--- config.mk ---
export PLATFORM = sky130hd
export DESIGN_NAME = ifc_gated_counter
export DESIGN_NICKNAME = d
export VERILOG_FILES = /design/src/rtl/ifc_pkg.sv /design/src/rtl/ifc_edge_sync.sv /design/src/rtl/ifc_gate_seq.sv /design/src/rtl/ifc_sat_counter.sv /design/src/rtl/ifc_result_shift.sv /design/src/rtl/ifc_gated_counter.sv
export SDC_FILE = /design/constraint.sdc
export NUM_CORES = 1
export LEC_CHECK = 0
export BUFFER_PORTS_ARGS = -buffer_cell sky130_fd_sc_hd__buf_4
export CAP_MARGIN = 5
export CORE_ASPECT_RATIO = 1.4
export CORE_MARGIN = 2
export CORE_UTILIZATION = 60
export CTS_CLUSTER_SIZE = 16
export DETAILED_ROUTE_END_ITERATION = 16
export GPL_ROUTABILITY_DRIVEN = 0
export PLACE_DENSITY = 0.85
export SETUP_SLACK_MARGIN = 0.3
export SLEW_MARGIN = 40
export SYNTH_ARGS = -nofsm -noshare
export SYNTH_HDL_FRONTEND = slang
export SYNTH_SLANG_ARGS = --single-unit
--- constraint.sdc ---
create_clock -name clk -period 2.89 [get_ports clk]
set_clock_uncertainty 0.2 [all_clocks]
set_input_delay 0.1445 -clock clk [delete_from_list [all_inputs] [get_ports clk]]
set_output_delay 0.1445 -clock clk [all_outputs]
set_load 0.02 [all_outputs]
--- src/rtl/ifc_pkg.sv ---
package ifc_pkg;
   typedef enum logic [1:0] {
      ST_IDLE = 2'd0,
      ST_WAIT = 2'd1,
      ST_GATE = 2'd2,
      ST_DONE = 2'd3
   } meas_state_t;

   function automatic int unsigned max4(int unsigned a, int unsigned b,
                                        int unsigned c, int unsigned d);
      int unsigned m;
      m = a;
      if (b > m) m = b;
      if (c > m) m = c;
      if (d > m) m = d;
      return m;
   endfunction
endpackage

--- src/rtl/ifc_edge_sync.sv ---
module ifc_edge_sync #(
   parameter int unsigned STAGES = 2
) (
   input  logic clk,
   input  logic rst_n,
   input  logic async_in,
   output logic rise_pulse
);
   if (STAGES < 2) begin : g_bad_stages
      $error("ifc_edge_sync: STAGES must be at least 2");
   end

   logic [STAGES:0] chain;

   for (genvar i = 0; i <= STAGES; i++) begin : g_chain
      if (i == 0) begin : g_first
         always_ff @(posedge clk or negedge rst_n) begin
            if (!rst_n) chain[0] <= 1'b0;
            else        chain[0] <= async_in;
         end
      end else begin : g_next
         always_ff @(posedge clk or negedge rst_n) begin
            if (!rst_n) chain[i] <= 1'b0;
            else        chain[i] <= chain[i-1];
         end
      end
   end

   // chain[STAGES-1] is the synchronised level; chain[STAGES] is its delayed copy
   assign rise_pulse = chain[STAGES-1] & ~chain[STAGES];
endmodule

--- src/rtl/ifc_gate_seq.sv ---
module ifc_gate_seq
   import ifc_pkg::*;
#(
   parameter int unsigned WIN_T0     = 4,
   parameter int unsigned WIN_T1     = 8,
   parameter int unsigned WIN_T2     = 32,
   parameter int unsigned WIN_T3     = 64,
   parameter int unsigned WAIT_SHORT = 4,
   parameter int unsigned WAIT_LONG  = 8
) (
   input  logic        clk,
   input  logic        rst_n,
   input  logic        tick,
   input  logic        start_lvl,
   input  logic        start_rise,
   input  logic [1:0]  gate_sel,
   output meas_state_t state,
   output logic        done_evt
);
   localparam int unsigned MAX_LEN = max4(max4(WIN_T0, WIN_T1, WIN_T2, WIN_T3),
                                          WAIT_SHORT, WAIT_LONG, 1);
   localparam int unsigned TICK_W  = $clog2(MAX_LEN + 1);

   logic [1:0]        sel_q;
   logic [TICK_W-1:0] tcnt;
   logic [TICK_W-1:0] wait_last;
   logic [TICK_W-1:0] win_last;

   always_comb begin
      wait_last = sel_q[1] ? TICK_W'(WAIT_LONG - 1) : TICK_W'(WAIT_SHORT - 1);
      unique case (sel_q)
         2'd0:    win_last = TICK_W'(WIN_T0 - 1);
         2'd1:    win_last = TICK_W'(WIN_T1 - 1);
         2'd2:    win_last = TICK_W'(WIN_T2 - 1);
         default: win_last = TICK_W'(WIN_T3 - 1);
      endcase
   end

   assign done_evt = (state == ST_GATE) && tick && (tcnt == win_last);

   always_ff @(posedge clk or negedge rst_n) begin
      if (!rst_n) begin
         state <= ST_IDLE;
         tcnt  <= '0;
         sel_q <= 2'd0;
      end else if (!start_lvl) begin
         state <= ST_IDLE;
         tcnt  <= '0;
      end else if (start_rise) begin
         state <= ST_WAIT;
         tcnt  <= '0;
         sel_q <= gate_sel;
      end else if (tick) begin
         unique case (state)
            ST_WAIT: begin
               if (tcnt == wait_last) begin
                  state <= ST_GATE;
                  tcnt  <= '0;
               end else begin
                  tcnt <= tcnt + 1'b1;
               end
            end
            ST_GATE: begin
               if (tcnt == win_last) begin
                  state <= ST_DONE;
                  tcnt  <= '0;
               end else begin
                  tcnt <= tcnt + 1'b1;
               end
            end
            default: tcnt <= '0;
         endcase
      end
   end

   // the window opens only out of the settling wait
   a_r3_gate_after_wait: assert property (@(posedge clk) disable iff (!rst_n)
      (state == ST_GATE && $past(state) != ST_GATE) |-> $past(state) == ST_WAIT);
   // completion is reached only from an open window
   a_r2_done_from_gate: assert property (@(posedge clk) disable iff (!rst_n)
      (state == ST_DONE && $past(state) != ST_DONE) |-> $past(state) == ST_GATE);
   // captured select holds through wait and window
   a_r9_sel_held: assert property (@(posedge clk) disable iff (!rst_n)
      (state inside {ST_WAIT, ST_GATE} && $past(state) inside {ST_WAIT, ST_GATE})
      |-> $stable(sel_q));
endmodule

--- src/rtl/ifc_sat_counter.sv ---
module ifc_sat_counter #(
   parameter int unsigned COUNT_W = 20
) (
   input  logic               clk,
   input  logic               rst_n,
   input  logic               clear,
   input  logic               inc,
   output logic [COUNT_W-1:0] count
);
   localparam logic [COUNT_W-1:0] CNT_MAX = '1;

   always_ff @(posedge clk or negedge rst_n) begin
      if (!rst_n)                         count <= '0;
      else if (clear)                     count <= '0;
      else if (inc && (count != CNT_MAX)) count <= count + 1'b1;
   end

   // a full counter stays full instead of wrapping
   a_r4_no_wrap: assert property (@(posedge clk) disable iff (!rst_n)
      ($past(count) == CNT_MAX && !$past(clear)) |-> count == CNT_MAX);
   // without a clear the count moves by at most one per cycle
   a_r4_single_step: assert property (@(posedge clk) disable iff (!rst_n)
      !$past(clear) |-> (count == $past(count) || count == $past(count) + 1'b1));
endmodule

--- src/rtl/ifc_result_shift.sv ---
module ifc_result_shift #(
   parameter int unsigned COUNT_W = 20
) (
   input  logic               clk,
   input  logic               rst_n,
   input  logic               load,
   input  logic [COUNT_W-1:0] load_val,
   input  logic               shift,
   output logic               ser_out
);
   logic [COUNT_W-1:0] sreg;

   always_ff @(posedge clk or negedge rst_n) begin
      if (!rst_n)     sreg <= '0;
      else if (load)  sreg <= load_val;
      else if (shift) sreg <= {sreg[COUNT_W-2:0], 1'b0};
   end

   assign ser_out = sreg[COUNT_W-1];

   // the serial output moves only on a load or a shift
   a_r8_hold_idle: assert property (@(posedge clk) disable iff (!rst_n)
      (!$past(load) && !$past(shift)) |-> $stable(ser_out));
endmodule

--- src/rtl/ifc_gated_counter.sv ---
module ifc_gated_counter
   import ifc_pkg::*;
#(
   parameter int unsigned COUNT_W     = 20,
   parameter int unsigned SYNC_STAGES = 2,
   // window and wait lengths in time-base ticks (one tick = 1 ms)
   parameter int unsigned WIN_T0      = 4,
   parameter int unsigned WIN_T1      = 8,
   parameter int unsigned WIN_T2      = 32,
   parameter int unsigned WIN_T3      = 64,
   parameter int unsigned WAIT_SHORT  = 4,
   parameter int unsigned WAIT_LONG   = 8
) (
   input  logic       clk,
   input  logic       rst_n,
   input  logic       if_in,
   input  logic       tick,
   input  logic       start_bit,
   input  logic [1:0] gate_sel,
   input  logic       done_sel,
   input  logic       cs_active,
   input  logic       shift_en,
   output logic       ser_out,
   output logic       status_low
);
   if (COUNT_W < 2) begin : g_bad_width
      $error("ifc_gated_counter: COUNT_W must be at least 2");
   end
   if (WIN_T0 < 1 || WIN_T1 < 1 || WIN_T2 < 1 || WIN_T3 < 1) begin : g_bad_win
      $error("ifc_gated_counter: window lengths must be nonzero");
   end
   if (WAIT_SHORT < 1 || WAIT_LONG < 1) begin : g_bad_wait
      $error("ifc_gated_counter: wait lengths must be nonzero");
   end

   logic               start_q;
   logic               cs_q;
   logic               start_rise;
   logic               cs_rise;
   logic               if_rise;
   logic               done_evt;
   meas_state_t        state;
   logic [COUNT_W-1:0] count;

   always_ff @(posedge clk or negedge rst_n) begin
      if (!rst_n) begin
         start_q <= 1'b0;
         cs_q    <= 1'b0;
      end else begin
         start_q <= start_bit;
         cs_q    <= cs_active;
      end
   end

   assign start_rise = start_bit & ~start_q;
   assign cs_rise    = cs_active & ~cs_q;

   ifc_edge_sync #(.STAGES(SYNC_STAGES)) u_sync (
      .clk        (clk),
      .rst_n      (rst_n),
      .async_in   (if_in),
      .rise_pulse (if_rise)
   );

   ifc_gate_seq #(
      .WIN_T0     (WIN_T0),
      .WIN_T1     (WIN_T1),
      .WIN_T2     (WIN_T2),
      .WIN_T3     (WIN_T3),
      .WAIT_SHORT (WAIT_SHORT),
      .WAIT_LONG  (WAIT_LONG)
   ) u_seq (
      .clk        (clk),
      .rst_n      (rst_n),
      .tick       (tick),
      .start_lvl  (start_bit),
      .start_rise (start_rise),
      .gate_sel   (gate_sel),
      .state      (state),
      .done_evt   (done_evt)
   );

   ifc_sat_counter #(.COUNT_W(COUNT_W)) u_cnt (
      .clk   (clk),
      .rst_n (rst_n),
      .clear (~start_bit | start_rise),
      .inc   ((state == ST_GATE) & if_rise),
      .count (count)
   );

   ifc_result_shift #(.COUNT_W(COUNT_W)) u_shift (
      .clk      (clk),
      .rst_n    (rst_n),
      .load     (cs_rise),
      .load_val (count),
      .shift    (shift_en),
      .ser_out  (ser_out)
   );

   // status line: a bus access releases it first, then completion, then start
   always_ff @(posedge clk or negedge rst_n) begin
      if (!rst_n)                     status_low <= 1'b0;
      else if (cs_rise)               status_low <= 1'b0;
      else if (done_evt && done_sel)  status_low <= 1'b1;
      else if (start_rise && done_sel) status_low <= 1'b0;
   end

   // chip-enable rise releases the status line
   a_r7_cs_release: assert property (@(posedge clk) disable iff (!rst_n)
      $rose(cs_active) |=> !status_low);
   // completion with reporting enabled pulls the line low
   a_r6_done_low: assert property (@(posedge clk) disable iff (!rst_n)
      (done_evt && done_sel && !cs_rise) |=> status_low);
   // start level low keeps the count at zero
   a_r5_clear_hold: assert property (@(posedge clk) disable iff (!rst_n)
      !start_bit |=> (count == '0));
   // without reporting, the line never falls from released to low
   a_r6_quiet: assert property (@(posedge clk) disable iff (!rst_n)
      (!done_sel && !status_low) |=> !status_low);
endmodule

## Yosys cells after proc, flatten, opt, wreduce, memory -nomap -nowiden

Index checks and enable logic that the tools add are counted.

- Register bits after elaboration: 57
- Input bits: 10
- Output and inout port bits: 2
- Logic and storage cells: 65

- Add/sub/neg operators: 2
- Equal/unequal tests: 11
- Multiplexer cells: 21
- Bitwise logic cells: 9
- Reduce and logical (&&, ||, !) cells: 11

Operators with widths:

| operator | count |
|---|---|
| 2-to-1 mux 20 bit | 4 |
| 2-to-1 mux 7 bit | 5 |
| adder 20 x 1 -> 20 bit, second input constant | 1 |
| != test 20 bit, second input constant | 1 |
| one-hot mux 6 bit (3 select lines) | 1 |
| one-hot mux 7 bit (2 select lines) | 1 |
| 2-to-1 mux 2 bit | 5 |
| != test 4 x 3 -> 1 bit, second input constant | 2 |
| adder 7 x 1 -> 7 bit, second input constant | 1 |
| == test 7 x 6 -> 1 bit | 1 |
| == test 7 bit | 1 |
| logical AND 1 bit | 5 |
| AND 1 bit | 4 |
| == test 2 x 1 -> 1 bit, second input constant | 2 |
| == test 2 bit, second input constant | 2 |
| != test 4 x 1 -> 1 bit, second input constant | 1 |
| inverter 1 bit | 4 |
| one-hot mux 2 bit (2 select lines) | 1 |
| AND reduction 4 bit | 1 |
| nonzero test 2 bit | 2 |
| 2-to-1 mux 1 bit | 3 |
| 2-to-1 mux 3 bit | 1 |
| != test 3 x 2 -> 1 bit, second input constant | 1 |
| nonzero test 3 bit | 1 |
| 3 further kinds | 3 |

## Logic depth before layout (Yosys ltp)

Gate-level depths: netlist of run 1.

- Depth after elaboration: 8
- Mapped depth: 8
- Gate-level depth less buffers: 8

## Cells and area by module

A second synthesis of run 1 with hierarchy kept.

- Cell total of the unflattened synthesis: 315
- Area, all modules: 3216.8 um^2

Modules (own cells, without submodules):

| module | times used | cells an instance | area an instance (um^2) | sequential area each (um^2) |
|---|---|---|---|---|
| ifc_sat_counter | 1 | 128 | 1211.2 | 500.5 |
| ifc_result_shift | 1 | 86 | 923.4 | 500.5 |
| ifc_gate_seq | 1 | 86 | 868.3 | 275.3 |
| ifc_gated_counter | 1 | 11 | 125.1 | 75.1 |
| ifc_edge_sync | 1 | 4 | 88.8 | 75.1 |

## Worst setup path before layout of run 1

OpenSTA, ideal clock, no wires.

- Kind: reg-to-reg
- Start point: reg u_seq.state[0]
- End point: reg u_cnt.count[9]
- Library setup time: 0.078 ns
- Data arrival time: 1.814 ns
- Data required time: 2.612 ns
- Slack: 0.798 ns
- Cell stages (with the launch flop): 8
- Path buffers: 0
- Period minus slack after synthesis: 2.092 ns
- Cells stage by stage: dfrtp_1 inv_1 ha_1 nand3b_1 or3b_4 a21o_4 or3_1 a21oi_1

- Word-level cells in the longest chain between the ends: 4

Ends and longest elaborated chain:

| item | RTL line | text |
|---|---|---|
| start, declared | ifc_gate_seq.sv:17 | `output meas_state_t state,` |
| start signal, assigned | ifc_gate_seq.sv:43 | `state <= ST_IDLE;` |
| start signal, assigned | ifc_gate_seq.sv:47 | `state <= ST_IDLE;` |
| start signal, assigned | ifc_gate_seq.sv:50 | `state <= ST_WAIT;` |
| == test 2 bit | ifc_gated_counter.sv:87 | `.inc ((state == ST_GATE) & if_rise),` |
| AND 1 bit | ifc_gated_counter.sv:87 |  |
| logical AND 1 bit | ifc_sat_counter.sv:15 | `else if (inc && (count != CNT_MAX)) count <= count + 1'b1;` |
| nonzero test 2 bit (no source line) | - |  |
| end signal, assigned | ifc_sat_counter.sv:15 |  |
| end, declared | ifc_sat_counter.sv:8 | `output logic [COUNT_W-1:0] count` |

Every way passes these cells.
A chain may end at the register's enable or synchronous reset.

## Worst setup path after layout of run 1

Ends and elaborated chain as after synthesis.

==> metrics.csv, run 1 <==
stage;metric;value;unit
clock_network;CTS tree;done;
sta;Achievable Freq;450;MHz
placement;DP Area;2960;um^2
route;Vias per Instance;5.82;
sta;# setup viols final;0;
route;initial drt markers;148;
sta;Pins Over Slew Limit;0;
setup_path;R2R setup slack;0.67;ns
die;initial core utilization;62.1;%
clock_network;Num Clock Sinks;57;
die;die height;85.1;um
setup_path;CP Data Arrival Time;2.28;ns
setup_path;kind of end point of the critical path;flip-flop;
layout;Final Util;72.0;%
route;wire per inst;15.0;um
sta;Max-slew headroom;51.8;%
clock_network;Worst-path clk slew;0.07;ns
yosys;Synthesis Warnings;0;
yosys;number of synthesized flops with an enable pin;0;
yosys;Syn Area/Cell;9.99;um^2
worst_hold_path;Hold Path End;u_shift.sreg[5];
worst_hold_path;hold path cells;3;
die;floorplan core area;4540;um^2
layout;commonest non-fill, non-tap cell in the layout;dfrtp_1;
run;max cap viols;0;
route;first-pass detailed-route iteration total;4;
sta;Final Hold Slack;0.101;ns
setup_path;critical-path maximum fanout;8;
route;DR DRC count;0;
global_routing;All-Layer GR Usage;24.5;%
setup_path;Worst setup SP type;flip-flop;
sta;Final period util;76.9;%
yosys;Post-Syn Area;2820;um^2
global_routing;initial antenna violation count;0;
yosys;Seq/Total Area, Yosys;50.6;%
setup_path;critical path type;flip-flop to flip-flop;
power_and_ir_drop;cell internal pwr;1.31;mW
yosys;Post-Synthesis Cells;282;
clock_network;TritonCTS buffer count;9;
sta;Tmin final;2.22;ns
status;status;completed;
layout;Layout area overhead;15.9;%
sta;Hold Fails Final Rpt;0;
placement;port bufs;11;
die;chip width;61.9;um
route;DRT antenna net count;0;
sta;setup TNS;0;ns
yosys;synthesized flop and latch total;57;
die;die footprint;5270;um^2
layout;layout cell share with drive strength beyond 1;15.2;%
power_and_ir_drop;worst IR drop on VDD;453;uV
worst_hold_path;Worst Min Path Start;shift_en;
yosys;top_reg_cell synth;dfrtp_1;
yosys;Synth Net Count;296;
power_and_ir_drop;Seq pwr share;48.1;%
clock_network;cell chosen for the clock root;clkbuf_8;
power_and_ir_drop;LEAKAGE;1.42;nW
global_routing;first-pass GRT wire length;9.43;mm
sta;RSZ-0062 raised after global routing;false;
layout;Antenna Cells;0;
yosys;Synth async-reset ratio;100;%
layout;nets;319;
global_routing;largest net degree at the start of global routing;58;
power_and_ir_drop;clock power share;46.4;%
clock_network;htree depth;3;
placement;DP Wirelength;3.85;mm
die;Rows;29;
worst_hold_path;Worst Hold Class;input port to flip-flop;
setup_path;worst path required time;2.95;ns
setup_path;R2R Path End;u_cnt.count[9];
layout;Final Instance Area;3260;um^2
power_and_ir_drop;Comb pwr share;5.5;%
sta;Least-Margin Pin Slew;0.722;ns
layout;commonest cells after routing, fill and taps aside;dfrtp_1, nand2_1, o21ai_0, nor2_1, mux2i_1;
clock_network;CTS resizes;0;
power_and_ir_drop;cell area power density;520;nW/um^2
global_routing;grt ovf;0;
layout;fillers;336;
power_and_ir_drop;sw frac;22.8;%
route;via count;2165;
power_and_ir_drop;switching pwr;0.387;mW
yosys;post-synth cell types;44;
clock_network;worst-skew pair later-pin latency;0.34;ns
clock_network;clock tree buffer depth;2;
setup_path;worst r2r path cells;7;
setup_path;RR Startpoint;u_seq.state[0];
global_routing;vias in the first global route;2185;
route;final wirelength;5.59;mm
die;I/O Pins;12;
==> Yosys cell counts, types with 6 or more instances <==
cell type / number / area (um^2)
xor2_1: 9 / 78.8
xnor2_1: 7 / 61.3
mux2i_1: 21 / 210
inv_1: 12 / 45.0
clkbuf_1: 9 / 33.8
nand3_1: 11 / 55.1
o21ai_0: 24 / 120
nand2_1: 35 / 131
nor2_1: 22 / 82.6
or3_1: 6 / 37.5
dfrtp_1: 57 / 1430
a21oi_1: 9 / 45.0
==> logic make-up (layout without fill, tap and decap cells) <==
kind of cell,Yosys count,count (layout),share of synthesized area (%)
buffers and inverters,22,50,2.97
muxes,23,23,8.26
xor gates and xnor gates,16,16,4.97
DFF,57,57,50.6
AOI/OAI and AO/OA,51,51,11.6
adders and majority gates,4,4,1.78
and+or+nand+nor,109,109,19.8
==> state kept, by name, summed over array words and instances, names as in the netlist <==
register      count
cs_q              1
u_seq.state       2
u_sync.chain      3
u_seq.sel_q       2
start_q           1
u_cnt.count      20
status_low        1
u_seq.tcnt        7
u_shift.sreg     20
==> timing repair <==
item                                   CTS  global route
endpoints found under the hold margin   68             0
setup endpoints to repair                0             0
buffers inserted                         0             0
hold buffers                             8             0
==> worst max path at each step <==
stage,from,end,slack (ns),cells past startpoint
3_3_place_gp,u_seq.state[0],u_cnt.count[9],0.76,7
6_report,u_seq.state[0],u_cnt.count[9],0.67,7
5_1_grt,u_cnt.count[5],u_cnt.count[14],0.52,6
2_1_floorplan,u_seq.state[0],u_cnt.count[9],0.80,7
4_1_cts,u_seq.state[0],u_cnt.count[9],0.67,7
3_5_place_dp,u_seq.state[0],u_cnt.count[9],0.68,7
==> through the flow <==
step | total power [mW] | instances | setup WS [ns]
after floorplan | 0.877 | 282 | 0.798
after global placement | 0.913 | 348 | 0.764
after detailed placement | 0.915 | 348 | 0.681
after CTS | 1.71 | 372 | 0.668
after global routing | 1.76 | 372 | 0.519
final | 1.70 | 372 | 0.668
==> routing by layer <==
layer | vias up | wire, um | global-route usage (%)
met5 | - | 0 | 0
met2 | 51 | 2910 | 39.2
met4 | 0 | 227 | 16.6
li1 | 1031 | - | -
met1 | 1059 | 2290 | 27.7
met3 | 24 | 169 | 5.79
==> critical path, cell delays in order, from the launching register on <==
cell      delay (ns)
dfrtp_1         0.39
inv_1           0.06
ha_1            0.18
nand3b_1        0.16
or3b_4          0.43
a21o_4          0.23
or3_1           0.34
a21oi_1         0.15
==> final cells by class <==
type                            count  area, um^2  area share (%)
Tap cell                           62        77.6            2.38
Clock inverter                      4        50.0            1.53
Clock buffer                       12         165            5.06
Timing Repair Buffer               22         185            5.67
Sequential cell                    57        1430            43.7
Multi-Input combinational cell    203        1320            40.3
Inverter                           12        45.0            1.38
==> power groups by stage <==
stage	clock network, mW	registers, mW	logic [mW]
4_1_cts	0.798	0.817	0.0933
3_3_place_gp	0	0.830	0.0823
5_1_grt	0.834	0.818	0.105
6_report	0.789	0.817	0.0932
2_1_floorplan	0	0.828	0.0490
3_5_place_dp	0	0.831	0.0842
Note: power is estimated with default switching activity, not from simulation.
==> run 2, diff against run 1 <==
- clock period: 2.89 -> 2.26 ns (I/O delays scaled with it)
==> run 2 against run 1 <==
  * Register-to-register slack got worse by 0.66 ns
  * Non-clock buffer count grew 30
  * Clock power is 28% higher
  * Cell area rose by 16%
  * Combinational power up 60%
  * Final cell count up 7.8%
  * Die area unchanged
  * Wire length increased by 37%
  * Maximum frequency decreased by 1.5%
  * Sequential power grew 29%
  * Critical path type unchanged
  * Largest power group unchanged
  * Highest routed layer unchanged
==> metrics.csv, run 2 (synthesis gave the netlist of run 1 again) <==
stage;metric;value;unit;change
status;status;completed;;
route;DRT antenna net count;0;;unchanged
power_and_ir_drop;Pwr Total;2.21;mW;+30%
layout;Antenna Cells;0;;unchanged
setup_path;slowest CP cell;or3b_4;;
route;final wirelength;7.67;mm;+37%
global_routing;grt ovf;0;;unchanged
route;via count;2452;;+13%
clock_network;worst-skew pair later-pin latency;0.34;ns;about the same
setup_path;Worst setup SP type;flip-flop;;
clock_network;CTS tree;done;;
sta;# setup viols final;0;;unchanged
die;Rows;29;;unchanged
layout;commonest non-fill, non-tap cell in the layout;dfrtp_1;;
clock_network;cell chosen for the clock root;clkbuf_8;;
layout;commonest cells after routing, fill and taps aside;dfrtp_1, buf_4, nand2_1, o21ai_0, mux2i_1;;
clock_network;Num Clock Sinks;57;;unchanged
placement;port bufs;11;;unchanged
setup_path;R2R setup slack;0.005;ns;-0.66 ns
setup_path;critical-path maximum fanout;8;;unchanged
sta;Achievable Freq;443;MHz;-1.5%
sta;Tmin final;2.25;ns;+0.0333 ns
route;first-pass detailed-route iteration total;5;;+1
setup_path;worst path required time;2.27;ns;-0.68 ns
die;floorplan core area;4540;um^2;unchanged
sta;Least-Margin Pin Slew;0.716;ns;-0.00658 ns
clock_network;htree depth;3;;unchanged
sta;Max-slew headroom;52.3;%;+0.44 points
setup_path;worst r2r path cells;8;;+1
setup_path;RR Startpoint;u_seq.state[0];;
sta;Hold Fails Final Rpt;0;;unchanged
die;die height;85.1;um;unchanged
placement;DP Wirelength;3.71;mm;-3.7%
route;DR DRC count;0;;unchanged
worst_hold_path;Worst Hold Class;input port to flip-flop;;
global_routing;initial antenna violation count;0;;unchanged
placement;DP Worst Slack;0.160;ns;-0.521 ns
die;chip width;61.9;um;unchanged
route;wire per inst;19.1;um;+27%
die;I/O Pins;12;;unchanged
setup_path;critical path type;flip-flop to flip-flop;;
layout;biggest regs;u_cnt.count: 20 flops, u_shift.sreg: 20 flops, u_seq.tcnt: 7 flops;;
setup_path;CP Data Arrival Time;2.26;ns;-0.02 ns
run;max cap viols;0;;unchanged
clock_network;Worst-path clk slew;0.06;ns;about the same
setup_path;crit path from;u_seq.state[0];;
layout;nets;349;;+9.4%
worst_hold_path;hold path cells;3;;unchanged
setup_path;worst-path cell chain;inv_1, ha_2, nand3b_1, or3b_4, a21o_4, buf_4, xor2_1, nor2_1;;
layout;Layout area overhead;34.1;%;
sta;RSZ-0062 raised after global routing;true;;
global_routing;All-Layer GR Usage;25.9;%;+1.4 points
worst_hold_path;Hold Path End;u_shift.sreg[16];;
setup_path;R2R Path End;u_cnt.count[5];;
sta;setup TNS;0;ns;unchanged
power_and_ir_drop;cell area power density;584;nW/um^2;+12%
power_and_ir_drop;worst IR drop on VDD;596;uV;+32%
route;Vias per Instance;6.11;;+5.1%
global_routing;largest net degree at the start of global routing;58;;unchanged
layout;layout cell share with drive strength beyond 1;32.7;%;+18 points
power_and_ir_drop;LEAKAGE;1.67;nW;+18%
setup_path;kind of end point of the critical path;flip-flop;;
clock_network;TritonCTS buffer count;9;;unchanged
global_routing;vias in the first global route;2289;;+4.8%
sta;Final period util;99.8;%;+23 points
die;die footprint;5270;um^2;unchanged
clock_network;clock tree buffer depth;2;;unchanged
global_routing;first-pass GRT wire length;9.94;mm;+5.4%
sta;Pins Over Slew Limit;0;;unchanged
route;initial drt markers;182;;+23%
setup_path;CP max stage delay;0.44;ns;about the same
die;initial core utilization;62.1;%;unchanged
worst_hold_path;Worst Min Path Start;shift_en;;
sta;worst setup margin;0.00501;ns;-0.663 ns
-- run 2: cell count changes in the layout (fill, tap and decap cells not counted), sizes merged --
cell      change
clkbuf        +1
clkinvlp      -2
buf          +30
-- run 2: where the power goes --
part	total (mW)	internal (mW)	leakage, nW	switching [mW]
registers	1.05	1.03	0.778	0.0161
clock network	1.01	0.621	0.112	0.387
logic	0.149	0.0592	0.783	0.0902
total	2.21	1.71	1.67	0.493
-- run 2: per-layer routing --
| layer | vias to the layer above | routed length (um) | part of all wire (%) | GRT usage (%) |
|---|---|---|---|---|
| met3 | 38 | 300 | 3.9 | 4.73 |
| met5 | - | 0 | 0 | 0 |
| met4 | 0 | 376 | 4.9 | 16.4 |
| met2 | 100 | 4260 | 56 | 43.6 |
| met1 | 1227 | 2730 | 36 | 28.7 |
| li1 | 1087 | - | - | - |
-- run 2: critical path: cells and delay by family (launching register included) --
family | cells | cell delay (ns)
and+or+nand+nor | 3 | 0.66
AOI/OAI and AO/OA | 1 | 0.25
DFF | 1 | 0.39
adders and majority gates | 1 | 0.20
xor gates and xnor gates | 1 | 0.19
buffers and inverters | 2 | 0.23
-- run 2: per-stage QoR --
step	hold slack, ns	utilization [%]	cell area [um^2]	std cells
6_report	0.0847	83.3	3780	401
4_1_cts	0.0716	76.5	3470	389
3_3_place_gp	0.00322	66.2	3000	353
2_1_floorplan	-0.383	-	2820	282
5_1_grt	0.105	83.3	3780	401
3_5_place_dp	0.0100	66.2	3000	353
-- run 2: area by class of cell --
class	count	area (um^2)
Timing Repair Buffer	52	437
Clock inverter	2	35.0
Fill cell	232	758
Multi-Input combinational cell	203	1580
Clock buffer	13	179
Inverter	12	45.0
Sequential cell	57	1430
Tap cell	62	77.6
-- run 2: worst max path at each step --
stage                            endpoint  slack, ns  cells after the start
after global placement     u_cnt.count[4]       0.21                      7
after floorplan            u_cnt.count[9]       0.21                      7
after detailed placement  u_cnt.count[19]       0.16                      8
after CTS                   u_seq.tcnt[3]       0.20                      7
final                      u_cnt.count[5]      0.005                      8
after global routing       u_cnt.count[9]      -0.07                      7
-- run 2: repair_timing --
action | 4_1_cts | 5_1_grt
pin swaps | 12 | 23
buffers inserted | 13 | 12
hold endpoints to repair | 71 | 0
setup endpoints to repair | 18 | 26
hold buffers | 8 | 0
resized for setup | 13 | 44
